==> config.mk <==
export PLATFORM = sky130hd
export DESIGN_NAME = mbist_march
export DESIGN_NICKNAME = d
export VERILOG_FILES = /design/src/rtl/mbist_pkg.sv /design/src/rtl/mbist_ctrl.sv /design/src/rtl/mbist_dp.sv /design/src/rtl/mbist_march.sv
export SDC_FILE = /design/constraint.sdc
export NUM_CORES = 1
export LEC_CHECK = 0
export CORE_MARGIN = 2
export CORE_UTILIZATION = 63
export CTS_CLUSTER_SIZE = 8
export DETAILED_ROUTE_END_ITERATION = 12
export DONT_BUFFER_PORTS = 1
export HOLD_SLACK_MARGIN = 0.02
export PLACE_DENSITY_LB_ADDON = 0.05
export SYNTH_ARGS = -nofsm -noshare
export SYNTH_HDL_FRONTEND = slang
export SYNTH_HIERARCHICAL = 1
export SYNTH_SLANG_ARGS = --single-unit
==> constraint.sdc <==
create_clock -name clk -period 3.2 [get_ports clk]
set_input_delay 0.16 -clock clk [delete_from_list [all_inputs] [get_ports clk]]
set_output_delay 0.16 -clock clk [all_outputs]
set_load 0.05 [all_outputs]
==> src/rtl/mbist_pkg.sv <==
package mbist_pkg;
  localparam int ELEM_W = 3;
  localparam int NUM_ELEM = 6;
  localparam int FIRST_DOWN = 3;
  localparam int PAUSE_A = 0;
  localparam int PAUSE_B = 2;

  typedef enum logic [1:0] {
    ST_RUN,
    ST_HOLD,
    ST_FINISH,
    ST_DONE
  } bistState_t;

  typedef struct packed {
    logic              rd;
    logic              wr;
    logic              dataA;
    logic              addrStep;
    logic              stepDown;
    logic              loadUp;
    logic              loadDown;
    logic [ELEM_W-1:0] elem;
  } bistStrobe_t;
endpackage

==> src/rtl/mbist_ctrl.sv <==
module mbist_ctrl
  import mbist_pkg::*;
(
  input  logic        clk,
  input  logic        rstN,
  input  logic        invoke,
  input  logic        retention,
  input  logic        resume,
  input  logic        atTop,
  input  logic        atBottom,
  output bistStrobe_t strb,
  output logic        holdState,
  output logic        doneState
);
  localparam logic [ELEM_W-1:0] LAST_ELEM  = ELEM_W'(NUM_ELEM - 1);
  localparam logic [ELEM_W-1:0] DOWN_ELEM  = ELEM_W'(FIRST_DOWN);
  localparam logic [ELEM_W-1:0] PAUSE_EL_A = ELEM_W'(PAUSE_A);
  localparam logic [ELEM_W-1:0] PAUSE_EL_B = ELEM_W'(PAUSE_B);

  bistState_t        state;
  logic [ELEM_W-1:0] elem;
  logic [1:0]        opIdx;
  logic              singleOp;
  logic              lastOp;
  logic              stepDown;
  logic              addrAtEnd;
  logic              active;
  logic              elemEnd;
  logic              bgIsA;

  always_comb begin
    singleOp  = (elem == '0) || (elem == LAST_ELEM);
    lastOp    = singleOp || (opIdx == 2'd2);
    stepDown  = (elem >= DOWN_ELEM);
    addrAtEnd = stepDown ? atBottom : atTop;
    active    = (state == ST_RUN);
    elemEnd   = active && lastOp && addrAtEnd;
    bgIsA     = (elem == 3'd2) || (elem == 3'd4);
  end

  always_ff @(posedge clk or negedge rstN) begin
    if (!rstN) begin
      state <= ST_RUN;
      elem  <= '0;
      opIdx <= '0;
    end else if (!invoke) begin
      state <= ST_RUN;
      elem  <= '0;
      opIdx <= '0;
    end else begin
      case (state)
        ST_RUN: begin
          if (lastOp) begin
            opIdx <= '0;
            if (addrAtEnd) begin
              if (elem == LAST_ELEM) begin
                state <= ST_FINISH;
              end else begin
                elem <= elem + 3'd1;
                if (retention && (elem == PAUSE_EL_A || elem == PAUSE_EL_B))
                  state <= ST_HOLD;
              end
            end
          end else begin
            opIdx <= opIdx + 2'd1;
          end
        end
        ST_HOLD:   if (resume) state <= ST_RUN;
        ST_FINISH: state <= ST_DONE;
        default:   state <= ST_DONE;
      endcase
    end
  end

  always_comb begin
    strb          = '0;
    strb.elem     = elem;
    strb.stepDown = stepDown;
    if (active) begin
      if (elem == '0) begin
        strb.wr = 1'b1;
      end else if (elem == LAST_ELEM) begin
        strb.rd = 1'b1;
      end else begin
        strb.wr    = (opIdx == 2'd1);
        strb.rd    = (opIdx != 2'd1);
        strb.dataA = bgIsA ^ (opIdx != 2'd0);
      end
      strb.addrStep = lastOp && !addrAtEnd;
      strb.loadUp   = elemEnd && (elem < PAUSE_EL_B);
      strb.loadDown = elemEnd && (elem >= PAUSE_EL_B) && (elem != LAST_ELEM);
    end
  end

  assign holdState = (state == ST_HOLD);
  assign doneState = (state == ST_DONE);
endmodule

==> src/rtl/mbist_dp.sv <==
module mbist_dp
  import mbist_pkg::*;
#(
  parameter int ADDR_W = 4,
  parameter int DATA_W = 8
) (
  input  logic                         clk,
  input  logic                         rstN,
  input  logic                         invoke,
  input  logic                         bitmapEn,
  input  bistStrobe_t                  strb,
  input  logic [DATA_W-1:0]            memRdata,
  output logic [ADDR_W-1:0]            bistAddr,
  output logic [DATA_W-1:0]            bistWdata,
  output logic                         bistWe,
  output logic                         bistRe,
  output logic                         atTop,
  output logic                         atBottom,
  output logic                         failSticky,
  output logic                         failPulse,
  output logic [ADDR_W+ELEM_W+DATA_W-1:0] bitmapReg
);
  logic [DATA_W-1:0] pat5;
  logic [DATA_W-1:0] patA;

  for (genvar b = 0; b < DATA_W; b++) begin : g_bg
    assign pat5[b] = ((b % 2) == 0);
    assign patA[b] = ((b % 2) != 0);
  end

  logic              cmpValid;
  logic [DATA_W-1:0] cmpExp;
  logic [ADDR_W-1:0] cmpAddr;
  logic [ELEM_W-1:0] cmpElem;
  logic [DATA_W-1:0] diff;
  logic              mismatch;

  assign bistWdata = strb.dataA ? patA : pat5;
  assign bistWe    = strb.wr;
  assign bistRe    = strb.rd;
  assign atTop     = (bistAddr == '1);
  assign atBottom  = (bistAddr == '0);
  assign diff      = memRdata ^ cmpExp;
  assign mismatch  = cmpValid && (diff != '0);

  always_ff @(posedge clk or negedge rstN) begin
    if (!rstN) begin
      bistAddr <= '0;
    end else if (!invoke || strb.loadUp) begin
      bistAddr <= '0;
    end else if (strb.loadDown) begin
      bistAddr <= '1;
    end else if (strb.addrStep) begin
      bistAddr <= strb.stepDown ? bistAddr - 1'b1 : bistAddr + 1'b1;
    end
  end

  always_ff @(posedge clk or negedge rstN) begin
    if (!rstN) begin
      cmpValid <= 1'b0;
      cmpExp   <= '0;
      cmpAddr  <= '0;
      cmpElem  <= '0;
    end else begin
      cmpValid <= invoke && strb.rd;
      cmpExp   <= bistWdata;
      cmpAddr  <= bistAddr;
      cmpElem  <= strb.elem;
    end
  end

  always_ff @(posedge clk or negedge rstN) begin
    if (!rstN) begin
      failSticky <= 1'b0;
      failPulse  <= 1'b0;
      bitmapReg  <= '0;
    end else if (!invoke) begin
      failSticky <= 1'b0;
      failPulse  <= 1'b0;
      bitmapReg  <= '0;
    end else begin
      failSticky <= failSticky || mismatch;
      failPulse  <= mismatch && bitmapEn;
      if (mismatch && bitmapEn)
        bitmapReg <= {cmpAddr, cmpElem + 3'd1, diff};
    end
  end
endmodule

==> src/rtl/mbist_march.sv <==
module mbist_march
  import mbist_pkg::*;
#(
  parameter int ADDR_W = 4,
  parameter int DATA_W = 8
) (
  input  logic                            clk,
  input  logic                            rstN,
  input  logic                            invoke,
  input  logic                            retention,
  input  logic                            resume,
  input  logic                            bitmapEn,
  input  logic [ADDR_W-1:0]               funcAddr,
  input  logic [DATA_W-1:0]               funcWdata,
  input  logic                            funcWe,
  input  logic                            funcRe,
  input  logic [DATA_W-1:0]               memRdata,
  output logic [ADDR_W-1:0]               memAddr,
  output logic [DATA_W-1:0]               memWdata,
  output logic                            memWe,
  output logic                            memRe,
  output logic                            done,
  output logic                            fail,
  output logic                            holdOut,
  output logic [ADDR_W+ELEM_W+DATA_W-1:0] bitmapOut
);
  bistStrobe_t                     strb;
  logic                            atTop;
  logic                            atBottom;
  logic                            holdState;
  logic                            doneState;
  logic [ADDR_W-1:0]               bistAddr;
  logic [DATA_W-1:0]               bistWdata;
  logic                            bistWe;
  logic                            bistRe;
  logic                            failSticky;
  logic                            failPulse;
  logic [ADDR_W+ELEM_W+DATA_W-1:0] bitmapReg;

  mbist_ctrl ctrl_i (
    .clk       (clk),
    .rstN      (rstN),
    .invoke    (invoke),
    .retention (retention),
    .resume    (resume),
    .atTop     (atTop),
    .atBottom  (atBottom),
    .strb      (strb),
    .holdState (holdState),
    .doneState (doneState)
  );

  mbist_dp #(.ADDR_W(ADDR_W), .DATA_W(DATA_W)) dp_i (
    .clk        (clk),
    .rstN       (rstN),
    .invoke     (invoke),
    .bitmapEn   (bitmapEn),
    .strb       (strb),
    .memRdata   (memRdata),
    .bistAddr   (bistAddr),
    .bistWdata  (bistWdata),
    .bistWe     (bistWe),
    .bistRe     (bistRe),
    .atTop      (atTop),
    .atBottom   (atBottom),
    .failSticky (failSticky),
    .failPulse  (failPulse),
    .bitmapReg  (bitmapReg)
  );

  assign memAddr   = invoke ? bistAddr  : funcAddr;
  assign memWdata  = invoke ? bistWdata : funcWdata;
  assign memWe     = invoke ? bistWe    : funcWe;
  assign memRe     = invoke ? bistRe    : funcRe;
  assign done      = invoke && doneState;
  assign holdOut   = invoke && holdState;
  assign fail      = invoke && (bitmapEn ? failPulse : failSticky);
  assign bitmapOut = (invoke && bitmapEn) ? bitmapReg : '0;
endmodule

==> results of run 1 <==
==> cells in the mapped netlist, types with 7 or more instances <==
library cell	number	area [um^2]
sky130_fd_sc_hd__nand2_1	39	146
sky130_fd_sc_hd__dfrtp_1	38	951
sky130_fd_sc_hd__mux2i_1	19	190
sky130_fd_sc_hd__and3_1	17	106
sky130_fd_sc_hd__nor2_1	13	48.8
sky130_fd_sc_hd__xor2_1	13	114
sky130_fd_sc_hd__inv_1	12	45.0
sky130_fd_sc_hd__mux2_2	12	135
sky130_fd_sc_hd__buf_4	11	82.6
sky130_fd_sc_hd__ha_1	11	138
sky130_fd_sc_hd__a21oi_1	7	35.0
sky130_fd_sc_hd__nor3_1	7	35.0
==> cells in the final DEF, fill, tap and decap left out, drive strengths merged, types with 3 or more instances in the layout <==
master and n:
nor3 12, or3 3, dfrtp 38, clkbuf 7, nor2b 4, o22ai 3
mux2i 20, inv 12, mux2 14, xor2 13, o21ai 3, nor2 13
dlygate4sd3 4, and2 6, and3 20, a21oi 7, nand2 40, ha 11
nand2b 3
==> logic make-up after synthesis <==
family / count (synthesis) / synth area share (%)
flip-flops: 38 / 37.5
AO/OA/AOI/OAI: 21 / 6.46
multiplexers: 34 / 14.5
XOR/XNOR: 13 / 4.48
AND/OR/NAND/NOR: 106 / 22.0
adder cells (fa/ha/maj): 12 / 6.21
buffers and inverters: 36 / 8.87
==> repair_timing <==
action / CTS / global route
endpoints found under the setup margin: 0 / 0
endpoints found under the hold margin: 54 / 1
hold buffers: 4 / 1
==> cell type report <==
class	instances	share of cell area, %
repair buffers	5	2.33
clock inverters	1	0.195
flip-flops and latches	38	37.0
inverters	12	1.75
clock buffers	7	3.36
multi-input cells	186	53.0
well taps	50	2.43
==> state kept, by name, indices dropped and copies added (netlist names) <==
name             flops
dp_i/bitmapReg      15
dp_i/bistAddr        4
dp_i/cmpAddr         4
ctrl_i/elem          3
dp_i/cmpElem         3
ctrl_i/opIdx         2
ctrl_i/state         2
dp_i/cmpExp          2
dp_i/cmpValid        1
dp_i/failPulse       1
dp_i/failSticky      1
==> power by group through the flow <==
stage	Clock [uW]	Combinational, uW	Sequential (uW)
3_5_place_dp	0	86.5	503
6_report	343	107	493
4_1_cts	347	107	493
5_1_grt	375	116	494
3_3_place_gp	0	85.7	502
2_1_floorplan	0	93.3	500
==> worst max-delay path: cells and delay by family, from the launching register on <==
kind	cells	cell delay, ns
and+or+nand+nor	4	0.87
adders and majority gates	1	0.23
buffers and inverters	1	0.13
AOI/OAI and AO/OA	2	0.41
DFF	1	0.55
muxes	1	0.44
==> stage by stage <==
stage / area [um^2] / hold slack (ns)
floorplan: 2540 / -0.136
global placement: 2420 / -0.135
detailed placement: 2420 / -0.135
CTS: 2560 / 0.0203
global route: 2570 / 0.0182
finish: 2570 / 0.0345
==> worst max-delay path by stage <==
stage | to | startpoint | cells past startpoint | slack, ns
3_5_place_dp | dp_i/bistAddr[3] | ctrl_i/elem[2] | 9 | 0.52
5_1_grt | dp_i/bistAddr[3] | ctrl_i/elem[2] | 9 | 0.23
2_1_floorplan | dp_i/bistAddr[3] | ctrl_i/elem[1] | 10 | 0.66
3_3_place_gp | dp_i/bistAddr[3] | ctrl_i/elem[1] | 9 | 0.64
6_report | dp_i/bistAddr[3] | ctrl_i/elem[2] | 9 | 0.45
4_1_cts | dp_i/bistAddr[3] | ctrl_i/elem[2] | 9 | 0.47
==> layer usage <==
metal	track usage (%)	vias to the layer above	part of all wire [%]
met5	0	-	0
met3	7.17	15	4.6
met1	27.8	882	39
met4	10.5	0	3.3
li1	-	838	-
met2	41.7	56	53
==> parameters.txt, run 1 <==
Parameter                              Value

Floorplan
  Number of placed I/O pins    60
  Area of the die    4550 um^2
  Std-Cell Core Area    3940 um^2
  X dimension of the die    67.5 um
  Num rows    23
  Die Span Y    67.5 um
  Initial core utilization    64.4%

Job
  Number of max-capacitance violations reported    0

Synth
  Avg Inst Size Synth    9.76 um^2
  Number of cells produced by synthesis    260
  Number of nets in the synthesized netlist    300
  Yosys Warn Count    6
  Combined area of all synthesized cells    2540 um^2
  Dominant synthesized flop cell    sky130_fd_sc_hd__dfrtp_1
  Sequential share of the synthesized area    37.5%
  Flop and latch count out of synthesis    38
  Number of distinct library cells after synthesis    43
  Number of enable-type register cells in the synthesized netlist    0
  Proportion of register bits with asynchronous set or reset after synthesis    100%

Finish
  NumNets Final    288
  Area growth from synthesis to layout    1.33%
  Share of final-layout standard cells stronger than drive strength 1    14.9%
  Antenna cells    0
  Final core utilization    65.2%
  Total area of multi-input combinational cells    1360 um^2
  Number of inserted filler cells in the final layout    331
  Count of non-filler cells in the finished layout    299
  Register area    951 um^2

Timing
  Final Max Tran Viols    0
  Maximum frequency from static timing analysis    363 MHz
  Fin crit share    86.0%
  Number of endpoints with negative hold slack in the final report    0
  Sum of negative setup slack    0 ns
  Minimum setup slack in the final design    0.448 ns
  Count of endpoints failing setup in the final report    0
  Relative slew slack    37.4%
  Final critical-path required period    2.75 ns
  RSZ-0062 raised after global routing    no
  Transition at the pin with the smallest max-transition slack    0.937 ns
  Layout Skew    0.00250 ns

Worst setup path
  Critical path start-end classification    reg2reg
  Crit-path cells    inv_1 -> ha_1 -> a211oi_2 -> mux2i_2 -> and3_1 -> nand2_1 -> or3_1 -> a21oi_1 -> nor4b_1
  Crit-path slowest cell    sky130_fd_sc_hd__dfrtp_1
  Worst-path fanout max    10
  Worst setup slack for register-to-register paths    0.45 ns
  Endpoint of the worst-slack reg-to-reg timing path    dp_i/bistAddr[3]
  Delay of the slowest cell on the worst path    0.55 ns
  Reg-to-Reg Start    ctrl_i/elem[2]
  Endpoint arrival time on the critical path    2.93 ns
  Critical Path RT    3.38 ns
  Worst r2r path cells    9
  Crit path capture type    flop
  Kind of launch point of the worst setup path    flop

Min path
  Worst hold path depth    2
  HP Start    invoke
  Worst hold path type    in2reg
  Worst Hold End    ctrl_i/elem[2]

Power
  Total power    943 uW
  Share of total power in combinational logic    11.4%
  Max rail drop VDD    0.000267 V
  Internal power contribution    694 uW
  Leak    0.00133 uW
  Net switching component of the power    249 uW
  Share of power burned in registers    52.3%
  Ratio of total power to cell area    367 nW/um^2
  Share of total power in the clock network    36.4%
  Switching part of the total    26.4%

Placed design
  Post-DP HPWL    3.50 mm
  Pre-CTS setup slack    0.519 ns
  Port bufs    0
  Routability congestion estimate    0.973
  Number of placed cells counting well taps    286

GRT
  Total Routing Usage GR    24.2%
  Global-route wire length before repair    8.07 mm
  Number of antenna violations at the first check in global routing    0
  Via count of the first global-routing pass    1718
  Pin count of the biggest net entering global routing    52
  Overflow left after global routing    0

CTS
  Post-CTS clock slew at the launch and capture registers of the worst setup and hold paths    0.07 ns
  Number of buffers created by CTS    5
  H-tree depth    2
  # Post-CTS Setup Buffers    0
  Maximum root-to-sink buffer count    2
  Clk_lat worst skew    0.29 ns
  TritonCTS Sinks    38
  Root buf cell    sky130_fd_sc_hd__clkbuf_8
  Total of cells resized after clock tree synthesis    0
  Clock tree from TritonCTS    built

Detailed routing
  Final routed wirelength across all metal layers    5.10 mm
  Initial detailed-routing violation count    119
  Total iterations of the first detailed-routing run    4
  Wire length per cell after detailed routing    17.0 um
  Via count of the routed design    1791
  Via-to-Cell Ratio    5.99
  Antenna-violating nets left    0
  Residual DRC count    0

Run status
  Result of the run    finished, final reports clean
Note: power is estimated with default switching activity, not from simulation.
==> inputs of run 2 (changes only) <==
--- a/config.mk
+++ b/config.mk
@@ -11,7 +11,7 @@
 export DETAILED_ROUTE_END_ITERATION = 12
 export DONT_BUFFER_PORTS = 1
 export HOLD_SLACK_MARGIN = 0.02
-export PLACE_DENSITY_LB_ADDON = 0.05
+export PLACE_DENSITY = 0.79
 export SYNTH_ARGS = -nofsm -noshare
 export SYNTH_HDL_FRONTEND = slang
 export SYNTH_HIERARCHICAL = 1
==> run 2 against run 1 <==
  * Sequential share of layout area stayed put
  * Cell count shrank 0.33%
  * Register-to-register slack better by 0.096 ns
  * Highest routed layer unchanged
  * Cell area is the same
  * Wire length fell by 3.5%
  * Non-clock buffer count fell by 1
==> parameters.txt, run 2 (synthesis gave the netlist of run 1 again) <==
Parameter                              Value

Detailed routing
  Total iterations of the first detailed-routing run    4 (unchanged)
  Wire length per cell after detailed routing    16.5 um (-3.1%)
  Via-to-Cell Ratio    5.89 (-1.7%)
  Final routed wirelength across all metal layers    4.92 mm (-3.5%)
  Via count of the routed design    1754 (-2.1%)
  Initial detailed-routing violation count    129 (+8.4%)
  Residual DRC count    0 (unchanged)
  Antenna-violating nets left    0 (unchanged)

Floorplan
  Number of placed I/O pins    60 (unchanged)
  Num rows    23 (unchanged)
  Die Span Y    67.5 um (unchanged)
  Area of the die    4550 um^2 (unchanged)
  X dimension of the die    67.5 um (unchanged)
  Initial core utilization    64.4% (unchanged)
  Std-Cell Core Area    3940 um^2 (unchanged)

Placed design
  Placed standard-cell area    2420 um^2 (unchanged)
  Post-DP HPWL    3.34 mm (-4.6%)
  Pre-CTS setup slack    0.565 ns (+0.0459 ns)
  Routability congestion estimate    0.926 (-4.8%)
  Port bufs    0 (unchanged)

CTS
  Number of buffers created by CTS    5 (unchanged)
  # Post-CTS Setup Buffers    0 (unchanged)
  Root buf cell    sky130_fd_sc_hd__clkbuf_8
  Post-CTS clock slew at the launch and capture registers of the worst setup and hold paths    0.08 ns (about the same)
  Clk_lat worst skew    0.30 ns (about the same)
  Clock tree from TritonCTS    built
  TritonCTS Sinks    38 (unchanged)
  H-tree depth    2 (unchanged)
  Maximum root-to-sink buffer count    2 (unchanged)

Finish
  Most common library cell in the layout ignoring fill and taps    sky130_fd_sc_hd__nand2_1
  Largest register FFs    15 (unchanged)
  Register name with the most flops    dp_i/bitmapReg
  Leading cell types in the layout, fill and taps excluded    39 x sky130_fd_sc_hd__nand2_1, 38 x sky130_fd_sc_hd__dfrtp_1, 19 x sky130_fd_sc_hd__mux2i_1
  Total area of multi-input combinational cells    1360 um^2 (unchanged)
  Share of final-layout standard cells stronger than drive strength 1    15.3% (+0.46 points)
  Number of inserted filler cells in the final layout    309 (-6.6%)
  Layout Cell Area excl Fill    2570 um^2 (unchanged)
  Area growth from synthesis to layout    1.33% (unchanged)
  Register area    951 um^2 (unchanged)
  Antenna cells    0 (unchanged)
  Largest registers    dp_i/bitmapReg x15, dp_i/bistAddr x4, dp_i/cmpAddr x4
  NumNets Final    287 (-0.35%)

Worst setup path
  Most frequent cell on the critical path    sky130_fd_sc_hd__ha_1
  Endpoint arrival time on the critical path    2.83 ns (-0.10 ns)
  Worst-path fanout max    8 (-2)
  Crit path buffers/inverters    0 (-1)
  Crit path capture type    flop
  Worst path top cell family by delay    simple AND/OR/NAND/NOR gates
  Crit-path slowest cell    sky130_fd_sc_hd__dfrtp_1
  Delay of the slowest cell on the worst path    0.47 ns (-0.08 ns)
  Critical path start-end classification    reg2reg
  Crit-path cells    ha_1 -> ha_1 -> a211oi_2 -> mux2i_2 -> and3_1 -> nand2_1 -> or3_1 -> a21oi_1 -> nor4b_1
  Critical Path RT    3.38 ns (about the same)
  Kind of launch point of the worst setup path    flop

Timing
  Maximum frequency from static timing analysis    377 MHz (+3.6%)
  Transition at the pin with the smallest max-transition slack    0.930 ns (-0.00672 ns)
  Sum of negative setup slack    0 ns (unchanged)
  Minimum setup slack in the final design    0.544 ns (+0.0959 ns)
  Number of endpoints with negative hold slack in the final report    0 (unchanged)
  Final Max Tran Viols    0 (unchanged)
  Worst hold margin    0.0518 ns (+0.0173 ns)
  Fin crit share    83.0% (-3.0 points)
  RSZ-0062 raised after global routing    no
  Count of endpoints failing setup in the final report    0 (unchanged)
  Layout Skew    0.00746 ns (+0.00496 ns)
  Final critical-path required period    2.66 ns (-0.0959 ns)
  Relative slew slack    37.9% (+0.45 points)

GRT
  Total Routing Usage GR    22.3% (-1.9 points)
  Number of antenna violations at the first check in global routing    0 (unchanged)
  Pin count of the biggest net entering global routing    40 (-23%)
  Overflow left after global routing    0 (unchanged)
  Global-route wire length before repair    7.44 mm (-7.9%)
  Via count of the first global-routing pass    1620 (-5.7%)

Min path
  Worst hold path type    in2reg

Power
  Leak    0.00133 uW (about the same)
  Max rail drop VDD    0.000207 V (-23%)
  Ratio of total power to cell area    367 nW/um^2 (+0.17%)

Job
  Number of max-capacitance violations reported    0 (unchanged)

Run status
  Result of the run    finished, final reports clean
-- run 2: what timing repair did --
item | CTS | global route
hold buffers | 4 | 0
gates resized for setup | 0 | 0
endpoints found under the hold margin | 61 | 0
-- run 2: layer usage --
layer / share of wire (%) / wire (um) / GRT usage, % / vias up
met5: 0 / 0 / 0 / -
met4: 3.4 / 167 / 13.0 / 0
met3: 4.9 / 240 / 6.33 / 15
met2: 50 / 2460 / 36.6 / 47
met1: 42 / 2050 / 25.9 / 847
li1: - / - / - / 845
-- run 2: final timing paths --
check / startpoint / endpoint / slack, ns / cells past startpoint
hold reg to reg: dp_i/bistAddr[2] / dp_i/cmpAddr[2] / 0.51 / 0
hold / removal: invoke / dp_i/bitmapReg[7] / 0.05 / 2
max in group asynchronous: rstN / dp_i/cmpAddr[3] / 2.69 / 2
min in group asynchronous: rstN / dp_i/cmpElem[0] / 0.32 / 2
setup reg to reg: ctrl_i/elem[1] / dp_i/bistAddr[3] / 0.54 / 9
setup / recovery: ctrl_i/elem[1] / dp_i/bistAddr[3] / 0.54 / 9
-- run 2: where the power goes --
part           internal [uW]  leakage [uW]  switching, uW
Clock                    174     0.0000482            167
Sequential               486      0.000521           6.76
Combinational           35.1      0.000759           76.2
-- run 2: cell type report --
class	instances	area share [%]
Clock inverter	1	0.195
Tap cell	50	2.43
Sequential cell	38	37.0
Clock buffer	7	3.36
Timing Repair Buffer	4	2.33
Inverter	12	1.75
Multi-Input combinational cell	186	53.0
-- run 2: stage by stage --
step	power [uW]	std cells	util (%)
after floorplan	593	260	-
after global placement	589	286	61.4
after detailed placement	591	286	61.4
after CTS	954	298	65.2
after global routing	983	298	65.2
final	945	298	65.2
==> inputs of run 3 (changes only) <==
--- a/config.mk
+++ b/config.mk
@@ -5,13 +5,14 @@
 export SDC_FILE = /design/constraint.sdc
 export NUM_CORES = 1
 export LEC_CHECK = 0
+export ABC_AREA = 1
 export CORE_MARGIN = 2
-export CORE_UTILIZATION = 63
+export CORE_UTILIZATION = 57
 export CTS_CLUSTER_SIZE = 8
 export DETAILED_ROUTE_END_ITERATION = 12
 export DONT_BUFFER_PORTS = 1
 export HOLD_SLACK_MARGIN = 0.02
-export PLACE_DENSITY = 0.79
+export PLACE_DENSITY = 0.75
 export SYNTH_ARGS = -nofsm -noshare
 export SYNTH_HDL_FRONTEND = slang
 export SYNTH_HIERARCHICAL = 1
==> constraint.sdc (replaced) <==
create_clock -name clk -period 2.2 [get_ports clk]
set_input_delay 0.11 -clock clk [delete_from_list [all_inputs] [get_ports clk]]
set_output_delay 0.11 -clock clk [all_outputs]
set_load 0.05 [all_outputs]
==> run 3 against run 2 <==
  * Sequential power up 120%
  * Area after synthesis up 1.7%
  * Global-route usage down 1.0 points
  * Core utilization up 2.4 points
  * Hold slack better by 0.0011 ns
  * Non-clock buffer count up 29
  * Critical path type is now reg2out
  * Largest cell class unchanged
==> parameters.txt, run 3 <==
Parameter                              Value

Detailed routing
  Via count of the routed design    2267 (+29%)
  Wire length per cell after detailed routing    11.5 um (-31%)
  Initial detailed-routing violation count    201 (+56%)
  Via-to-Cell Ratio    5.04 (-14%)
  Total iterations of the first detailed-routing run    4 (unchanged)
  Residual DRC count    0 (unchanged)
  Antenna-violating nets left    0 (unchanged)
  Final routed wirelength across all metal layers    5.16 mm (+4.8%)

Placed design
  Number of placed cells counting well taps    435 (+52%)
  Routability congestion estimate    0.844 (-8.8%)
  Port bufs    0 (unchanged)
  Post-DP HPWL    3.52 mm (+5.6%)

Worst setup path
  Worst r2r path cells    14 (+5)
  Critical path start-end classification    reg2out
  Crit path capture type    output pin
  Worst-path fanout max    6 (-2)
  Worst setup slack for register-to-register paths    0.17 ns (-0.37 ns)
  Kind of launch point of the worst setup path    flop
  Endpoint arrival time on the critical path    1.93 ns (-0.90 ns)
  Critical Path RT    2.09 ns (-1.29 ns)

Floorplan
  Initial core utilization    59.3% (-5.1 points)
  Number of placed I/O pins    60 (unchanged)
  Die Span Y    71.3 um (+5.7%)
  Std-Cell Core Area    4350 um^2 (+10%)
  Area of the die    5080 um^2 (+12%)
  X dimension of the die    71.3 um (+5.7%)
  Num rows    24 (+4.3%)

Finish
  Register area    953 um^2 (+0.26%)
  Number of inserted filler cells in the final layout    376 (+22%)
  NumNets Final    437 (+52%)
  Total area of multi-input combinational cells    1240 um^2 (-9.0%)
  Largest registers    dp_i/bitmapReg x15, dp_i/bistAddr x4, dp_i/cmpAddr x4
  Area growth from synthesis to layout    14.2%
  Register name with the most flops    dp_i/bitmapReg
  Leading cell types in the layout, fill and taps excluded    110 x sky130_fd_sc_hd__nand2_1, 67 x sky130_fd_sc_hd__inv_1, 39 x sky130_fd_sc_hd__nor2_1
  Share of final-layout standard cells stronger than drive strength 1    17.8% (+2.5 points)
  Largest register FFs    15 (unchanged)
  Count of non-filler cells in the finished layout    450 (+51%)
  Antenna cells    0 (unchanged)
  Most common library cell in the layout ignoring fill and taps    sky130_fd_sc_hd__nand2_1

Timing
  Maximum frequency from static timing analysis    491 MHz
  Worst hold margin    0.0530 ns (+0.00114 ns)
  Final Max Tran Viols    0 (unchanged)
  Relative slew slack    37.0% (-0.83 points)
  Count of endpoints failing setup in the final report    0 (unchanged)
  Layout Skew    0.00697 ns (-0.000488 ns)
  Fin crit share    92.6%
  Number of endpoints with negative hold slack in the final report    0 (unchanged)
  Transition at the pin with the smallest max-transition slack    0.938 ns (+0.00812 ns)
  Final critical-path required period    2.04 ns

Synth
  Cell types with the largest area share after synthesis    sky130_fd_sc_hd__dfrtp_1 37%, sky130_fd_sc_hd__nand2_1 16%, sky130_fd_sc_hd__inv_1 10%
  Library cell with the largest summed area after synthesis    sky130_fd_sc_hd__dfrtp_1
  Number of nets in the synthesized netlist    417 (+39%)
  Fraction of synthesized area in multiplexers    0% (-15 points)
  Portion of synthesized cell area occupied by the leading cell type    36.8% (-0.62 points)
  Yosys Warn Count    6 (unchanged)
  Sequential share of the synthesized area    36.8% (-0.62 points)
  Proportion of register bits with asynchronous set or reset after synthesis    100% (unchanged)
  Post-synth top cells    113 x sky130_fd_sc_hd__nand2_1, 69 x sky130_fd_sc_hd__inv_1, 41 x sky130_fd_sc_hd__nor2_1
  Number of enable-type register cells in the synthesized netlist    0 (unchanged)
  Area share of and/or/nand/nor cells after synthesis    32.6% (+11 points)
  Dominant synthesized flop cell    sky130_fd_sc_hd__dfrtp_1
  Synthesized-area fraction occupied by adder cells    6.11% (-0.10 points)
  Area fraction in compound gates after synthesis    7.27% (+0.81 points)
  Main combinational cell family by area after synthesis    simple AND/OR/NAND/NOR gates
  Flop and latch count out of synthesis    38 (unchanged)
  Avg Inst Size Synth    6.85 um^2 (-30%)
  Combined area of all synthesized cells    2580 um^2 (+1.7%)
  Most instantiated library cell after synthesis    sky130_fd_sc_hd__nand2_1
  Number of distinct library cells after synthesis    32 (-26%)
  Number of cells produced by synthesis    377 (+45%)
  Xor-xnor portion of the synthesized cell area    1.02% (-3.5 points)

CTS
  Number of buffers created by CTS    5 (unchanged)
  Maximum root-to-sink buffer count    2 (unchanged)
  TritonCTS Sinks    38 (unchanged)
  Post-CTS clock slew at the launch and capture registers of the worst setup and hold paths    0.08 ns (about the same)
  H-tree depth    2 (unchanged)
  Root buf cell    sky130_fd_sc_hd__clkbuf_8
  Clock tree from TritonCTS    built
  Clk_lat worst skew    0.29 ns (about the same)

Power
  Leak    0.00168 uW (+26%)
  Total power    3680 uW (+290%)
  Ratio of total power to cell area    1250 nW/um^2 (+240%)
  Max rail drop VDD    0.000632 V (+200%)

Run status
  Result of the run    finished, final reports clean

GRT
  Global-route wire length before repair    8.68 mm (+17%)
  Total Routing Usage GR    21.3% (-1.0 points)
  Number of antenna violations at the first check in global routing    0 (unchanged)
  Overflow left after global routing    0 (unchanged)
  Via count of the first global-routing pass    2079 (+28%)
  Pin count of the biggest net entering global routing    42 (+5.0%)

Min path
  Worst hold path type    in2reg
  Worst hold path depth    4 (+2)

Job
  Number of max-capacitance violations reported    0 (unchanged)
run 3: cell types whose count changed in the layout (fill, tap and decap cells not counted), moves of 9 or more:
| cell | previous run | this run |
|---|---|---|
| sky130_fd_sc_hd__nand3_1 | 0 | 23 |
| sky130_fd_sc_hd__xor2_1 | 13 | 2 |
| sky130_fd_sc_hd__and3_1 | 17 | 0 |
| sky130_fd_sc_hd__o21ai_1 | 0 | 9 |
| sky130_fd_sc_hd__nor2_1 | 13 | 39 |
| sky130_fd_sc_hd__buf_4 | 0 | 29 |
| sky130_fd_sc_hd__o21ai_0 | 3 | 15 |
| sky130_fd_sc_hd__mux2i_1 | 19 | 0 |
| sky130_fd_sc_hd__nand2_1 | 39 | 110 |
| sky130_fd_sc_hd__mux2_2 | 12 | 0 |
| sky130_fd_sc_hd__inv_1 | 12 | 67 |
run 3: layer usage:
| layer | part of all wire, % | GRT usage, % | up-vias |
|---|---|---|---|
| met3 | 4.8 | 4.36 | 6 |
| met4 | 0.76 | 7.13 | 0 |
| met5 | 0 | 0 | - |
| li1 | - | - | 1168 |
| met1 | 42 | 26.1 | 1039 |
| met2 | 52 | 37.4 | 54 |
run 3: final timing paths:
path / from / endpoint
max: ctrl_i/elem[0] / memWdata[2]
min reg2reg: ctrl_i/elem[1] / dp_i/cmpElem[1]
max reg2reg: ctrl_i/elem[0] / dp_i/bistAddr[3]
max in group asynchronous: rstN / ctrl_i/elem[1]
min in group asynchronous: rstN / dp_i/failPulse
min: invoke / dp_i/bitmapReg[13]
run 3: per-stage QoR:
step           area, um^2  utilization [%]  setup TNS, ns  setup slack, ns
4_1_cts              2910             66.7              0           0.0442
5_1_grt              2950             67.7         -0.182          -0.0791
2_1_floorplan        2580                -              0           0.0627
3_3_place_gp         2700             62.1              0            0.229
6_report             2950             67.7              0            0.162
3_5_place_dp         2700             62.1              0            0.117
run 3: kinds of logic after synthesis:
family	Yosys count
compound gates	35
xor+xnor	3
fa+ha+maj	12
buf+inv	94
flops	38
simple gates	195
run 3: layout make-up:
type                    count  area share (%)
clock buffers               6            2.80
clock inverters             2            2.04
inverters                  74            9.43
multi-input cells         245            42.1
flip-flops and latches     38            32.4
well taps                  52            2.21
repair buffers             33            9.09
run 3: power breakdown:
part / internal [uW] / switching, uW
Combinational: 632 / 1260
Clock: 484 / 245
Sequential: 898 / 162
run 3: critical path: stages (launching register included):
cell and delay, ns:
sky130_fd_sc_hd__dfrtp_2 0.45, sky130_fd_sc_hd__inv_2 0.10, sky130_fd_sc_hd__ha_2 0.21, sky130_fd_sc_hd__nand2_1 0.06, sky130_fd_sc_hd__nand2_1 0.10, sky130_fd_sc_hd__xor2_1 0.17
sky130_fd_sc_hd__nor2_2 0.07, sky130_fd_sc_hd__inv_1 0.12, sky130_fd_sc_hd__nand2_1 0.06, sky130_fd_sc_hd__o21ai_0 0.07, sky130_fd_sc_hd__buf_4 0.22
run 3: timing repair:
action                                 4_1_cts  5_1_grt
resized for setup                            1       11
setup endpoints to repair                    8       12
endpoints found under the hold margin       58        0
setup buffers                                1        2
hold buffers                                 4        0
pin swaps                                    1        3
